## config.mk

```make
export PLATFORM = sky130hd
export DESIGN_NAME = pio_port
export DESIGN_NICKNAME = d
export VERILOG_FILES = /design/src/rtl/pio_port.sv
export SDC_FILE = /design/constraint.sdc
export NUM_CORES = 1
export LEC_CHECK = 0
export BUFFER_PORTS_ARGS = -buffer_cell sky130_fd_sc_hd__buf_2
export CAP_MARGIN = 20
export CORE_MARGIN = 2
export CORE_UTILIZATION = 41
export CTS_CLUSTER_SIZE = 40
export DETAILED_ROUTE_END_ITERATION = 8
export HOLD_SLACK_MARGIN = 0.02
export PLACE_DENSITY = 0.87
export SLEW_MARGIN = 20
export SYNTH_ARGS = -nofsm -noshare
export SYNTH_HDL_FRONTEND = slang
export SYNTH_SLANG_ARGS = --single-unit
```

## constraint.sdc

```tcl
create_clock -name clk -period 0.95 [get_ports clk]
set_input_delay 0.095 -clock clk [delete_from_list [all_inputs] [get_ports clk]]
set_output_delay 0.095 -clock clk [all_outputs]
set_load 0.05 [all_outputs]
```

## src/rtl/pio_port.sv

```systemverilog
module pio_port #(
  parameter int          N         = 8,
  parameter logic [N-1:0] IMPL_MASK = 8'h7F,
  parameter logic [N-1:0] OVR_MASK  = 8'hEF
) (
  input  logic         clk,
  input  logic         rst_n,
  input  logic [1:0]   bus_addr,
  input  logic         bus_wr,
  input  logic [N-1:0] bus_wdata,
  output logic [N-1:0] bus_rdata,
  input  logic [N-1:0] pad_in,
  output logic [N-1:0] pad_out,
  output logic [N-1:0] pad_oe,
  input  logic [N-1:0] per_en,
  input  logic [N-1:0] per_drive,
  input  logic [N-1:0] per_dout
);
  localparam logic [1:0] A_DIR = 2'd0;
  localparam logic [1:0] A_LAT = 2'd1;
  localparam logic [1:0] A_PIN = 2'd2;

  logic [N-1:0] dir_q, lat_q, sync1_q, sync2_q;

  wire wr_dir = bus_wr && (bus_addr == A_DIR);
  wire wr_lat = bus_wr && ((bus_addr == A_LAT) || (bus_addr == A_PIN));

  always_ff @(posedge clk or negedge rst_n) begin
    if (!rst_n) begin
      dir_q   <= IMPL_MASK;
      lat_q   <= '0;
      sync1_q <= '0;
      sync2_q <= '0;
    end else begin
      if (wr_dir) dir_q <= bus_wdata & IMPL_MASK;
      if (wr_lat) lat_q <= bus_wdata & IMPL_MASK;
      sync1_q <= pad_in;
      sync2_q <= sync1_q;
    end
  end

  always_comb begin
    unique case (bus_addr)
      A_DIR:   bus_rdata = dir_q;
      A_LAT:   bus_rdata = lat_q;
      A_PIN:   bus_rdata = sync2_q & IMPL_MASK;
      default: bus_rdata = '0;
    endcase
  end

  for (genvar i = 0; i < N; i++) begin : g_pin
    if (!IMPL_MASK[i]) begin : g_absent
      assign pad_out[i] = 1'b0;
      assign pad_oe[i]  = 1'b0;
    end else if (OVR_MASK[i]) begin : g_shared
      wire own = per_en[i] & per_drive[i];
      assign pad_out[i] = own ? per_dout[i] : lat_q[i];
      assign pad_oe[i]  = own | ~dir_q[i];
    end else begin : g_dedicated
      assign pad_out[i] = lat_q[i];
      assign pad_oe[i]  = ~dir_q[i];
    end
  end
endmodule

```

==> results.toml <==
[logic_synthesis]
synth-seq-cells = 28
synth_cell_type_count = 12
ys.warnings.count = 0
syn_area_per_cell_um2 = 13.4
syn_area_um2 = 1200
yosys.area.top_type = "dfrtp_1"
seq_area_frac_synth = 0.593
synth_top_cells_by_area = "dfrtp_1 44%, mux2_2 19%, dfstp_2 15%"
synth_top_area_share = 0.439
postSynthCellCount = 89

[global_route]
grt.overflow.total = 0
antenna_found_initial = 0
grt_max_degree = 29
grt_pass1_vias = 1259
grt_usage = 0.237
grt_pass1_wl_um = 5960

[die]
rows = 19
ios = 69
dieArea_um2 = 3370
core_area_um2 = 2760
start_util = 0.434
die-width_um = 58.0
die_h_um = 58.0

[route]
drtAntennaViolNets = 0
num_vias = 1137
wl_met3_um = 240
met2_length_um = 2070
m1WireLength_um = 1430
maxUsedRoutingLayer = "met4"
viasPerCell = 5.24
routed_wl_um = 3860
route.detailed.drc = 0
drtIter0Drc = 62
wl_per_cell_um = 17.8
firstDrtPassIters = 4

[sta]
tightest_slew_ns = 0.605
finalCritPeriodShare = 1.73
slew_headroom = 0.597
rsz0062_at_grt = "true"
final.setup.worst_slack_ns = -0.695
fmax_ghz = 0.608
clock_skew_ns = 0.00185
min_period_ns = 1.64
hold_viol_final = 0
setup_viol = 22
timing.hold.ws_ns = 0.220
slew_violations = 0

[power_and_ir_drop]
power_switching_w = 0.00149
vdd_drop_max_mv = 2.08
power.internal_w = 0.00263
pwr-share-seq = 0.362
p_per_area_nw_per_um2 = 1810
p_leak_nw = 1.10
combPwrFrac = 0.495
p_sw_frac = 0.363
clkPwrFrac = 0.143

[critical_path]
max_stage_delay_ns = 0.43
critPathArrivalTime_ns = 1.55
r2r_cells = 3
slowest_stage = "a222oi_1"
r2r-end = "lat_q[0]"
critPathTopFamily = "compound AO/OA/AOI/OAI gates"
cp_cell_sequence = "a222oi_1, buf_4, nor2_4, buf_6"
crit_path_end_kind = "output port"
start_kind = "register"
required_ns = 0.85
critPathKind = "register to output port"
critPathMaxFanout = 1
timing.rr.start = "lat_q[0]"
cp_num_buf_inv = 2
r2r_slack_ns = -0.03

[clocking]
cts_made_buffers = 3
cts_tree = "yes"
cts_max_level = 1
cts_sinks = 28
clockBufferDepth = 2
clock_latency_ns = 0.33
clockRootBuffer = "clkbuf_4"
path_clk_slew_ns = 0.15

[cells_and_area]
final_net_count = 236
layout-drive-gt1-share = 0.704
stdcell_count = 217
nFillCells = 129
num_antenna_cells = 0
seq_area_um2 = 709
multi_input_area_um2 = 581
syn2layout_area_growth_pct = 90.2

[worst_hold_path]
hold_end = "dir_q[4]"
hold_path_depth = 3
hold_path.startpoint = "bus_wr"
holdCritPathClass = "input port to register"

[status]
violations = "negative setup slack"
run_status = "complete, but fails checks"

[place]
dp_hpwl_um = 2180
dp.cells = 196
port_buffers = 57
place_congestion = 0.663
pre_cts_ws_ns = -0.503

[job]
maxCapViolCount = 0
logic make-up after synthesis:
kind of cell | after synthesis | synth area share
AND/OR/NAND/NOR | 21 | 0.0743
flip-flops | 28 | 0.593
multiplexers | 20 | 0.188
AO/OA/AOI/OAI | 7 | 0.0586
adder cells (fa/ha/maj) | 4 | 0.0418
other | 1 | 0.00314
buffers and inverters | 8 | 0.0408
sequential cells by signal (all words and copies together), names as in the netlist:
name / flops
dir_q: 7
sync2_q: 7
sync1_q: 7
lat_q: 7
worst min-delay path, delay by kind of cell:
kind | cells | cell delay, ns
AND/OR/NAND/NOR | 1 | 0.14
buffers and inverters | 1 | 0.13
multiplexers | 1 | 0.17
layout make-up:
class | instances | share of cell area
Timing Repair Buffer | 96 | 0.385
Inverter | 3 | 0.0149
Sequential cell | 28 | 0.312
Clock buffer | 4 | 0.0160
Multi-Input combinational cell | 55 | 0.255
Tap cell | 31 | 0.0171
synthesized netlist by cell type:
library cell   n
buf_4          5
a222oi_1       7
conb_1         1
nand2_2        1
dfstp_2        7
dfrtp_1       21
inv_1          3
nand2_4        1
ha_1           4
nor2_1         7
nand2_1       12
mux2_2        20
power groups by stage:
stage / Clock [W] / Sequential (W) / Combinational (W)
finish: 0.000587 / 0.00149 / 0.00204
global route: 0.000638 / 0.00151 / 0.00213
CTS: 0.000577 / 0.00148 / 0.00190
detailed placement: 0 / 0.00148 / 0.00142
global placement: 0 / 0.00147 / 0.00139
floorplan: 0 / 0.00146 / 0.000914
worst max-delay path by stage:
stage,from,to,slack (ns),cells after the start
3_5_place_dp,bus_addr[1],bus_rdata[6],-0.50,7
2_1_floorplan,bus_addr[1],bus_rdata[4],-0.13,5
6_report,sync2_q[5],bus_rdata[5],-0.69,4
3_3_place_gp,bus_addr[1],bus_rdata[3],-0.49,7
4_1_cts,lat_q[3],bus_rdata[3],-0.56,4
5_1_grt,sync2_q[5],bus_rdata[5],-0.78,4
per-layer routing:
metal,global-route usage,up-vias
met1,0.284,558
met3,0.0357,12
met2,0.448,64
met5,0,-
li1,-,503
met4,0.0498,0
placed cells by master (no fill, tap or decap):
cell,count
ha_1,3
clkbuf_4,3
clkbuf_8,1
dlygate4sd3_1,15
dfstp_2,7
nand2_2,2
dfrtp_1,21
buf_6,20
conb_1,3
inv_4,1
a222oi_1,7
buf_8,16
mux2_4,8
inv_8,1
buf_12,1
nand2_4,6
mux2_2,12
nor2_4,7
ha_4,1
nand2_1,6
buf_2,36
buf_4,8
inv_12,1
metrics by stage:
step	cell area [µm²]	util	setup TNS, ns	power, W
3_3_place_gp	1750	0.636	-6.26	0.00286
2_1_floorplan	1290	-	-0.766	0.00238
4_1_cts	2210	0.800	-8.89	0.00396
6_report	2270	0.825	-9.39	0.00412
5_1_grt	2270	0.825	-10.50	0.00427
3_5_place_dp	1750	0.636	-6.71	0.00290
timing repair:
| item | 4_1_cts | 5_1_grt |
|---|---|---|
| hold buffers | 15 | 0 |
| endpoints found under the hold margin | 41 | 0 |
| cloned | 0 | 0 |
| resized for setup | 79 | 23 |
| pin swaps | 8 | 5 |
| buffers inserted | 2 | 9 |
| endpoints found under the setup margin | 21 | 22 |
Power figures use the tool's default switching activity.
